<file path="src/rtl/fault_resp_ctrl.sv">
module fault_resp_ctrl #(
  parameter int N_DET = 4,
  parameter int VEC_W = 32,
  parameter logic [VEC_W-1:0] TRAP_VECTOR = 'h0F00
) (
  input  logic             clk,
  input  logic             rst_n,
  input  logic [N_DET-1:0] det_alarm,
  input  logic [N_DET-1:0] det_en,
  input  logic             trap_taken,
  input  logic             handler_done,
  output logic             ack,
  output logic             lock,
  output logic             annul,
  output logic             rf_wr_dis,
  output logic             mem_wr_dis,
  output logic             trap_req,
  output logic [VEC_W-1:0] trap_vec,
  output logic             late_alarm
);
  typedef enum logic [1:0] {S_NOM, S_CONT, S_TRAP, S_HND} st_t;

  st_t st;
  logic fault;

  assign fault = |(det_alarm & det_en);

  always_ff @(posedge clk or negedge rst_n) begin
    if (!rst_n) begin
      st <= S_NOM;
    end else begin
      case (st)
        S_NOM:   if (fault) st <= S_CONT;
        S_CONT:  st <= S_TRAP;
        S_TRAP:  if (trap_taken) st <= S_HND;
        S_HND:   if (handler_done) st <= S_NOM;
        default: st <= S_NOM;
      endcase
    end
  end

  always_ff @(posedge clk or negedge rst_n) begin
    if (!rst_n) late_alarm <= 1'b0;
    else if (fault && st != S_NOM) late_alarm <= 1'b1;
  end

  assign ack        = (st == S_CONT);
  assign annul      = (st == S_CONT);
  assign lock       = (st != S_NOM);
  assign rf_wr_dis  = (st == S_CONT) || (st == S_TRAP);
  assign mem_wr_dis = (st == S_CONT) || (st == S_TRAP);
  assign trap_req   = (st == S_TRAP);
  assign trap_vec   = trap_req ? TRAP_VECTOR : '0;
endmodule

</file>
<file path="config.mk">
export PLATFORM = sky130hd
export DESIGN_NAME = fault_resp_ctrl
export DESIGN_NICKNAME = d
export VERILOG_FILES = /design/src/rtl/fault_resp_ctrl.sv
export SDC_FILE = /design/constraint.sdc
export NUM_CORES = 1
export LEC_CHECK = 0
export ABC_CLOCK_PERIOD_IN_PS = 1600
export BUFFER_PORTS_ARGS = -buffer_cell sky130_fd_sc_hd__buf_2
export CORE_AREA = 2 2 43 45
export CTS_BUF_LIST = sky130_fd_sc_hd__clkbuf_2 sky130_fd_sc_hd__clkbuf_4 sky130_fd_sc_hd__clkbuf_8
export DETAILED_ROUTE_END_ITERATION = 6
export DIE_AREA = 0 0 45 47
export HOLD_SLACK_MARGIN = 0.03
export MAX_ROUTING_LAYER = met4
export PLACE_DENSITY_LB_ADDON = 0.05
export SYNTH_ARGS = -nofsm -noshare
export SYNTH_HDL_FRONTEND = slang
export SYNTH_SLANG_ARGS = --single-unit
</file>
<file path="constraint.sdc">
create_clock -name clk -period 1.6 [get_ports clk]
set_clock_uncertainty 0.1 [all_clocks]
set_input_delay 0.08 -clock clk [delete_from_list [all_inputs] [get_ports clk]]
set_output_delay 0.08 -clock clk [all_outputs]
set_load 0.01 [all_outputs]
</file>
# Word level (Yosys, flattened, before mapping)

Cells that the tools add are included.

Flip-flop bits (word level): 3
Latch bits: 0
Memory bits (writable): 0
Bits in read-only memories: 0
Input port bits: 12
Output and inout bits: 39
Logic and storage cells: 20
Memories: 0

Add/subtract/negate cells: 0
Multiply operators: 0
Divide/modulo/power cells: 0
Magnitude comparators: 0
Equal/unequal tests: 6
Shift operators: 0
Mux-type cells: 5
Bitwise logic cells: 1
Reduce and logical (&&, ||, !) cells: 6

Operator list:

| cell                 | number |
|---|---|
| $mux W12             | 1 |
| $pmux W2 S4          | 1 |
| $mux W2              | 3 |
| $ne A2 B2 Y1 const B | 3 |
| $and A4 B4 Y4        | 1 |
| $eq A2 B2 Y1 const B | 2 |
| $reduce_or A4 Y1     | 1 |
| $reduce_and A3 Y1    | 1 |
| $eq A2 B1 Y1 const B | 1 |
| $logic_not A2 Y1     | 1 |
| $reduce_bool A2 Y1   | 1 |
| $logic_and A1 B1 Y1  | 1 |
| $logic_or A1 B1 Y1   | 1 |

# Logic depth before layout (Yosys ltp)

Gate-level depths: netlist of the first run.

Depth in word-level cells: 4
Depth in mapped cells: 5
Mapped depth without buffers: 5

# Least setup slack after synthesis of the first run

OpenSTA, ideal clock, no wires.

Path type: reg2reg
From: register st[0]
To: register st[1]
Library setup time: 128 ps
Arrival: 1459 ps
Data required time: 1372 ps
Path slack: -87 ps
Cell stages (with the launch flop): 6
Path buffers: 0
Period minus slack after synthesis: 1687 ps
Cells stage by stage: dfrtp_1 > inv_1 > ha_1 > nor2b_1 > a311oi_2 > mux2_1

Word-level cells in the longest chain between the ends: 3
Elaborated cells on any way between the ends: 9
Those cells by class: eq/ne: 6; mux: 1; reduce/logical: 2

RTL lines:

| element                            | RTL line | RTL |
|---|---|---|
| from (decl)                        | 23       | `st_t st;` |
| from (signal assigned)             | 30       | `st <= S_NOM;` |
| from (signal assigned)             | 33       | `S_NOM: if (fault) st <= S_CONT;` |
| from (signal assigned)             | 34       | `S_CONT: st <= S_TRAP;` |
| $eq A2 B2 Y1 *                     | n/a      |  |
| via trap_req                       | 17       | `output logic trap_req,` |
| $ne A2 B2 Y1 (no source line)      | n/a      |  |
| $reduce_and A3 Y1 (no source line) | n/a      |  |

Mark *: on every way through the listed nets, which the timed path passes. The rest lies on a longest branch.
A chain may end at the register's enable or synchronous reset.

# Final worst setup path of the first run

From: register st[1]
To: register st[1]

Word-level cells in the longest chain between the ends: 3
Elaborated cells on any way between the ends: 9
Those cells by class: eq/ne: 6; mux: 1; reduce/logical: 2

RTL lines:

| element                                          | RTL line | RTL |
|---|---|---|
| $eq A2 B2 Y1 or $logic_not A2 Y1 (tied branches) | 32       | `case (st)` |
| $ne A2 B2 Y1 (no source line)                    | n/a      |  |
| $reduce_and A3 Y1 (no source line)               | n/a      |  |

Several ways; a longest one is shown, not always the timed one.

==> impl_metrics.prom, run 1 <==
# TYPE chip_impl_metric gauge
chip_impl_info{name="outcome",value="finished, final reports clean"} 1
chip_impl_metric{name="power.total",unit="uW"} 969
chip_impl_info{name="setup.worst_path.start_class",value="flop"} 1
chip_impl_metric{name="std_cell_core_area",unit="um^2"} 1650
chip_impl_metric{name="synthToLayoutAreaGrowth",unit="%"} 21.2
chip_impl_metric{name="floorplan.initialDensity",unit=""} 0.301
chip_impl_metric{name="floorplan.die_area",unit="um^2"} 2120
chip_impl_metric{name="ys_ff_latch",unit=""} 3
chip_impl_metric{name="io_pins",unit=""} 51
chip_impl_metric{name="antenna_cells",unit=""} 0
chip_impl_metric{name="hold_viol",unit=""} 0
chip_impl_metric{name="routed_via_density",unit=""} 3.37
chip_impl_metric{name="cts_made_buffers",unit=""} 3
chip_impl_metric{name="maxCapViolations",unit=""} 0
chip_impl_metric{name="crit_required",unit="ps"} 1600
chip_impl_metric{name="fin_nets",unit=""} 100
chip_impl_metric{name="drc",unit=""} 0
chip_impl_metric{name="clk_path_buf_depth",unit=""} 2
chip_impl_metric{name="cp_data_arrival_time",unit="ps"} 1580
chip_impl_metric{name="grt_antenna_before_repair",unit=""} 0
chip_impl_metric{name="critPathMaxStageDelay",unit="ps"} 440
chip_impl_metric{name="synth_area_per_cell",unit="um^2"} 8.87
chip_impl_metric{name="place_hpwl",unit="um"} 649
chip_impl_metric{name="filler_cell_count_in_the_final_layout",unit=""} 176
chip_impl_metric{name="grt_max_degree",unit=""} 7
chip_impl_metric{name="final.min_clock_period",unit="ps"} 1580
chip_impl_info{name="cts_root_buf",value="clkbuf_4"} 1
chip_impl_metric{name="final_setup_violation_count",unit=""} 0
chip_impl_metric{name="cp_num_buf_inv",unit=""} 0
chip_impl_metric{name="worst_ir_drop_vdd",unit="V"} 0.000508
chip_impl_info{name="crit_family",value="flip-flops"} 1
chip_impl_metric{name="grt_first_pass_wirelength",unit="um"} 952
chip_impl_metric{name="vias",unit=""} 334
chip_impl_metric{name="path_clk_slew",unit="ps"} 30
chip_impl_metric{name="max_freq",unit="MHz"} 634
chip_impl_metric{name="sum_of_overflow_across_all_layers_after_global_routing",unit=""} 0
chip_impl_metric{name="warnings_synthesis",unit=""} 0
chip_impl_metric{name="final.period_utilization",unit=""} 0.985
chip_impl_metric{name="wire_per_inst",unit="um"} 6.94
chip_impl_info{name="setup_repair_after_global_routing_missed_its_margin",value="yes"} 1
chip_impl_metric{name="port_buffers",unit=""} 22
chip_impl_metric{name="static-leakage-power",unit="nW"} 0.347
chip_impl_metric{name="final_max_slew_viol_count",unit=""} 0
chip_impl_metric{name="post_synth_num_cell_types",unit=""} 13
chip_impl_metric{name="setup_total_negative_slack",unit="ps"} 0
chip_impl_metric{name="drt_wl_total",unit="um"} 687
chip_impl_info{name="r2r_start",value="st[1]"} 1
chip_impl_metric{name="ant_nets",unit=""} 0
chip_impl_info{name="critical_path.slowest_cell",value="dfrtp_2"} 1
chip_impl_metric{name="synth_top_cell_area_share",unit=""} 0.514
chip_impl_metric{name="synth_seq_area_share",unit=""} 0.151
chip_impl_metric{name="stdcell_count",unit=""} 99
chip_impl_metric{name="place_inst",unit=""} 94
chip_impl_info{name="setup.worst_path.class",value="reg -> reg"} 1
chip_impl_info{name="synth_largest_area_cell",value="buf_4"} 1
chip_impl_metric{name="cts_sinks",unit=""} 3
chip_impl_metric{name="drive_gt1_frac",unit=""} 0.512
chip_impl_metric{name="initialDrtViolationCount",unit=""} 0
chip_impl_metric{name="detail_route.first_pass.iterations",unit=""} 1
chip_impl_metric{name="first_global_vias",unit=""} 258
chip_impl_metric{name="std_cell_rows",unit=""} 15
chip_impl_info{name="hold_class",value="in -> async"} 1
chip_impl_metric{name="pwr_density",unit="nW/um^2"} 1610
chip_impl_metric{name="die_height",unit="um"} 47
chip_impl_metric{name="post-cts-setup-buffer-count",unit=""} 0
chip_impl_info{name="worstPathCellList",value="ha_4, nor2b_4, a311oi_2, mux2_1"} 1
chip_impl_metric{name="post_synth_inst_count",unit=""} 56
chip_impl_info{name="synth_top_cells_by_area",value="buf_4 (51%), dfrtp_1 (15%), ha_1 (13%)"} 1
chip_impl_metric{name="width_of_the_die",unit="um"} 45
chip_impl_info{name="crit_path_end_kind",value="flop"} 1
chip_impl_metric{name="gp_congestion",unit=""} 0.643
chip_impl_metric{name="ctsHtreeMaxLevel",unit=""} 1
chip_impl_info{name="startpoint",value="st[1]"} 1
chip_impl_metric{name="synthesis.area",unit="um^2"} 497
chip_impl_info{name="cts_tree",value="built"} 1
chip_impl_metric{name="grt_util_all_layers",unit=""} 0.0658
chip_impl_metric{name="clock_latency",unit="ps"} 230
chip_impl_metric{name="critical_path.max_fanout",unit=""} 4
==> cell usage in the layout, fill, tap and decap left out <==
cell type / Yosys / final
nor2b_4: 0 / 2
inv_1: 3 / 2
ha_1: 5 / 3
or2_1: 1 / 1
a311oi_2: 1 / 1
dlygate4sd3_1: 0 / 1
ha_4: 0 / 2
mux2i_1: 1 / 1
a22oi_2: 2 / 2
clkbuf_4: 0 / 4
buf_4: 34 / 6
mux2_1: 1 / 1
inv_2: 0 / 1
conb_1: 1 / 28
a21oi_1: 1 / 1
buf_2: 0 / 22
nor2_1: 1 / 1
dfrtp_2: 0 / 2
dfrtp_1: 3 / 1
==> flip-flops by register name, indices dropped and copies added, names as in the netlist <==
name,flops
late_alarm,1
st,2
==> routing by layer <==
metal	GRT usage	up-vias	wire length, um
met2	0.117	24	378
met4	0.0529	0	0
met3	0.0192	0	86
met5	-	-	0
li1	-	164	-
met1	0.0575	146	222
==> final cells by class <==
type | count | area, um^2 | share of cell area
Clock buffer | 4 | 30.0 | 0.0499
Inverter | 3 | 11.3 | 0.0187
Multi-Input combinational cell | 43 | 297 | 0.493
Sequential cell | 3 | 77.6 | 0.129
Tap cell | 17 | 21.3 | 0.0353
Timing Repair Buffer | 29 | 165 | 0.274
==> kinds of logic after synthesis <==
| kind of cell | Yosys count | share of synthesized area |
|---|---|---|
| flops | 3 | 0.151 |
| buf+inv | 37 | 0.537 |
| other cells | 1 | 0.00755 |
| compound gates | 4 | 0.0907 |
| simple gates | 4 | 0.0453 |
| fa+ha+maj | 5 | 0.126 |
| mux | 2 | 0.0428 |
==> through the flow <==
stage          hold WS, ps  cell area, um^2  utilization  setup slack (ps)
3_3_place_gp          -220              539        0.327             -16.7
5_1_grt               77.0              602        0.364             -53.4
4_1_cts               63.1              582        0.352             -15.1
6_report              68.5              602        0.364              23.7
2_1_floorplan         -316              618            -              9.21
3_5_place_dp          -219              539        0.327             -20.7
==> synth_stat cells, drive strengths merged <==
| master | number |
|---|---|
| buf | 34 |
| ha | 5 |
| dfrtp | 3 |
| inv | 3 |
| a22oi | 2 |
| nor2b | 2 |
| a21oi | 1 |
| a311oi | 1 |
| conb | 1 |
| mux2 | 1 |
| mux2i | 1 |
| nor2 | 1 |
| or2 | 1 |
==> power by group <==
group	internal, mW	leakage, nW	switching (mW)
registers	0.111	0.0302	0.0443
clock network	0.110	0.0184	0.0349
logic	0.344	0.298	0.325
==> final timing paths <==
check / slack (ps) / end / cells past startpoint
setup reg to reg: 20 / st[1] / 4
min in group clk: 140 / late_alarm / 4
hold / removal: 70 / late_alarm / 2
hold reg to reg: 350 / late_alarm / 1
setup / recovery: 20 / st[1] / 4
max in group asynchronous: 1210 / st[0] / 2
==> repair_timing <==
item	4_1_cts	5_1_grt
pin swaps	1	1
endpoints found under the hold margin	3	0
hold buffers	1	0
resized for setup	1	5
endpoints found under the setup margin	2	2
(Power assumes the default switching activity.)
==> run 2: changes to the inputs <==
Settings changed: ABC_CLOCK_PERIOD_IN_PS 1600 to 1400.
Clock period 1.6 ns to 1.4 ns, I/O delays scaled along.
==> impl_metrics.prom, run 2 (same netlist as run 1, synthesis figures left out) <==
# TYPE chip_impl_metric gauge
chip_impl_metric{name="cellInternalPower",unit="uW"} 749
chip_impl_metric{name="power.combinational.fraction",unit=""} 0.733
chip_impl_metric{name="place_hpwl",unit="um"} 642
chip_impl_metric{name="final.min_clock_period",unit="ps"} 1610
chip_impl_metric{name="sum_of_overflow_across_all_layers_after_global_routing",unit=""} 0
chip_impl_metric{name="clock_latency",unit="ps"} 230
chip_impl_metric{name="wire_per_inst",unit="um"} 7.34
chip_impl_metric{name="gp_congestion",unit=""} 0.628
chip_impl_metric{name="routed_via_density",unit=""} 3.51
chip_impl_metric{name="grt_max_degree",unit=""} 7
chip_impl_info{name="setup_repair_after_global_routing_missed_its_margin",value="yes"} 1
chip_impl_info{name="setup.worst_path.start_class",value="flop"} 1
chip_impl_metric{name="final_util",unit=""} 0.389
chip_impl_metric{name="detail_route.first_pass.iterations",unit=""} 2
chip_impl_metric{name="drive_gt1_frac",unit=""} 0.540
chip_impl_metric{name="power.switching_fraction",unit=""} 0.397
chip_impl_info{name="setup.worst_path.class",value="reg -> reg"} 1
chip_impl_metric{name="critical_path.max_fanout",unit=""} 4
chip_impl_metric{name="path_clk_slew",unit="ps"} 40
chip_impl_metric{name="fin_ws",unit="ps"} -206
chip_impl_metric{name="final_setup_violation_count",unit=""} 3
chip_impl_metric{name="gr-usage-met3",unit=""} 0.0115
chip_impl_metric{name="floorplan.initialDensity",unit=""} 0.301
chip_impl_metric{name="drc",unit=""} 0
chip_impl_metric{name="grt_util_all_layers",unit=""} 0.0767
chip_impl_metric{name="antenna_cells",unit=""} 0
chip_impl_info{name="crit_family",value="flip-flops"} 1
chip_impl_metric{name="std_cell_rows",unit=""} 15
chip_impl_metric{name="max_freq",unit="MHz"} 622
chip_impl_metric{name="vias",unit=""} 365
chip_impl_metric{name="initialDrtViolationCount",unit=""} 2
chip_impl_metric{name="clk_path_buf_depth",unit=""} 2
chip_impl_metric{name="grtUsageMet1",unit=""} 0.0762
chip_impl_metric{name="cp_data_arrival_time",unit="ps"} 1620
chip_impl_info{name="cts_tree",value="built"} 1
chip_impl_metric{name="grt_first_pass_wirelength",unit="mm"} 1.07
chip_impl_info{name="final_cell_mix",value="conb_1 (28), buf_2 (22), buf_4 (11)"} 1
chip_impl_metric{name="final_max_slew_viol_count",unit=""} 0
chip_impl_info{name="hold_class",value="in -> async"} 1
chip_impl_metric{name="switching_power",unit="uW"} 493
chip_impl_metric{name="cp_num_buf_inv",unit=""} 1
chip_impl_metric{name="largest_register_ffs",unit=""} 2
chip_impl_metric{name="place_inst",unit=""} 95
chip_impl_metric{name="std_cell_core_area",unit="um^2"} 1650
chip_impl_metric{name="ctsHtreeMaxLevel",unit=""} 1
chip_impl_metric{name="die_height",unit="um"} 47
chip_impl_metric{name="final.period_utilization",unit=""} 1.15
chip_impl_info{name="reg.largest.list",value="st (2), late_alarm (1)"} 1
chip_impl_info{name="max_flop_register",value="st"} 1
chip_impl_metric{name="first_global_vias",unit=""} 275
chip_impl_info{name="gr-max-usage-layer",value="met2"} 1
chip_impl_metric{name="synthToLayoutAreaGrowth",unit="%"} 29.2
chip_impl_metric{name="sequentialPowerShare",unit=""} 0.129
chip_impl_metric{name="cts_sinks",unit=""} 3
chip_impl_metric{name="static-leakage-power",unit="nW"} 0.370
chip_impl_metric{name="hold_viol",unit=""} 0
chip_impl_info{name="crit_path_end_kind",value="flop"} 1
chip_impl_metric{name="ant_nets",unit=""} 0
chip_impl_metric{name="global_route.usage.met2",unit=""} 0.120
chip_impl_metric{name="pwr_density",unit="nW/um^2"} 1940
chip_impl_metric{name="p_clk_frac",unit=""} 0.138
chip_impl_metric{name="io_pins",unit=""} 51
chip_impl_metric{name="crit_required",unit="ps"} 1410
chip_impl_metric{name="cts_made_buffers",unit=""} 3
chip_impl_metric{name="stdcell_count",unit=""} 104
chip_impl_info{name="outcome",value="finished with violations"} 1
chip_impl_info{name="cts_root_buf",value="clkbuf_4"} 1
chip_impl_metric{name="maxCapViolations",unit=""} 0
chip_impl_metric{name="width_of_the_die",unit="um"} 45
chip_impl_metric{name="filler_cell_count_in_the_final_layout",unit=""} 179
chip_impl_metric{name="worst_ir_drop_vdd",unit="V"} 0.000896
chip_impl_info{name="layout.cells.most_common",value="conb_1"} 1
chip_impl_metric{name="port_buffers",unit=""} 22
chip_impl_info{name="worstPathCellList",value="inv_2, ha_4, nor2b_4, a311oi_2, mux2_1"} 1
chip_impl_metric{name="fin_nets",unit=""} 105
chip_impl_metric{name="floorplan.die_area",unit="um^2"} 2120
chip_impl_metric{name="critPathMaxStageDelay",unit="ps"} 390
chip_impl_info{name="critical_path.slowest_cell",value="dfrtp_1"} 1
chip_impl_info{name="violated_checks",value="negative setup slack"} 1
chip_impl_metric{name="grt_antenna_before_repair",unit=""} 0
chip_impl_metric{name="drt_wl_total",unit="um"} 763
run 2: cell types whose count changed in the layout (fill, tap and decap cells not counted):
cell / change
buf_4: +5
ha_1: -2
dfrtp_1: +2
dfrtp_2: -2
ha_2: +2
run 2: through the flow:
stage / hold WS (ps) / setup TNS, ps / power, mW / instance area (um^2) / setup WS (ps)
floorplan: -326 / -193 / 0.778 / 618 / -191
global placement: -230 / -404 / 0.954 / 547 / -222
detailed placement: -235 / -389 / 0.941 / 547 / -225
CTS: 43.0 / -339 / 1.23 / 627 / -200
global route: 51.2 / -782 / 1.39 / 642 / -281
finish: 49.6 / -400 / 1.24 / 642 / -206
run 2: cell type report:
class	instances	area, um^2	area share
multi-input combinational	43	302	0.470
timing repair buffer	34	203	0.316
sequential	3	75.1	0.117
clock buffer	4	30.0	0.0468
tap	17	21.3	0.0331
inverter	3	11.3	0.0175
run 2: repair_timing:
item	in CTS	in global routing
hold buffers	1	0
setup endpoints to repair	3	5
gates cloned	0	0
pin swaps	1	2
endpoints found under the hold margin	3	0
gates resized for setup	6	0
buffers inserted	2	2
run 2: path summary, 6_finish.rpt:
| kind | startpoint | to | slack (ps) | cells after the start |
|---|---|---|---|---|
| max in group asynchronous | rst_n | late_alarm | 1050 | 2 |
| min | rst_n | st[0] | 50 | 2 |
| min in group clk | det_en[1] | late_alarm | 150 | 4 |
| max reg2reg | st[0] | st[1] | -210 | 5 |
| min reg2reg | late_alarm | late_alarm | 360 | 1 |
| max | st[0] | st[1] | -210 | 5 |
run 2: power groups by stage:
stage	Sequential [mW]	Combinational [mW]	Clock, mW
after CTS	0.159	0.889	0.181
final	0.160	0.911	0.171
after detailed placement	0.161	0.780	0
after global routing	0.164	1.04	0.189
after global placement	0.161	0.793	0
after floorplan	0.152	0.626	0
run 2: worst register-to-register path: cells and delay by family, from the launching register on:
family          cells  cell delay (ps)
flops               1              390
compound gates      1              290
simple gates        1              120
mux                 1              350
fa+ha+maj           1              160
buf+inv             1               80
run 2: per-layer routing:
| layer | vias to the layer above | wire, um |
|---|---|---|
| li1 | 176 | - |
| met1 | 161 | 256 |
| met2 | 26 | 412 |
| met3 | 2 | 80 |
| met4 | 0 | 14 |
| met5 | - | 0 |
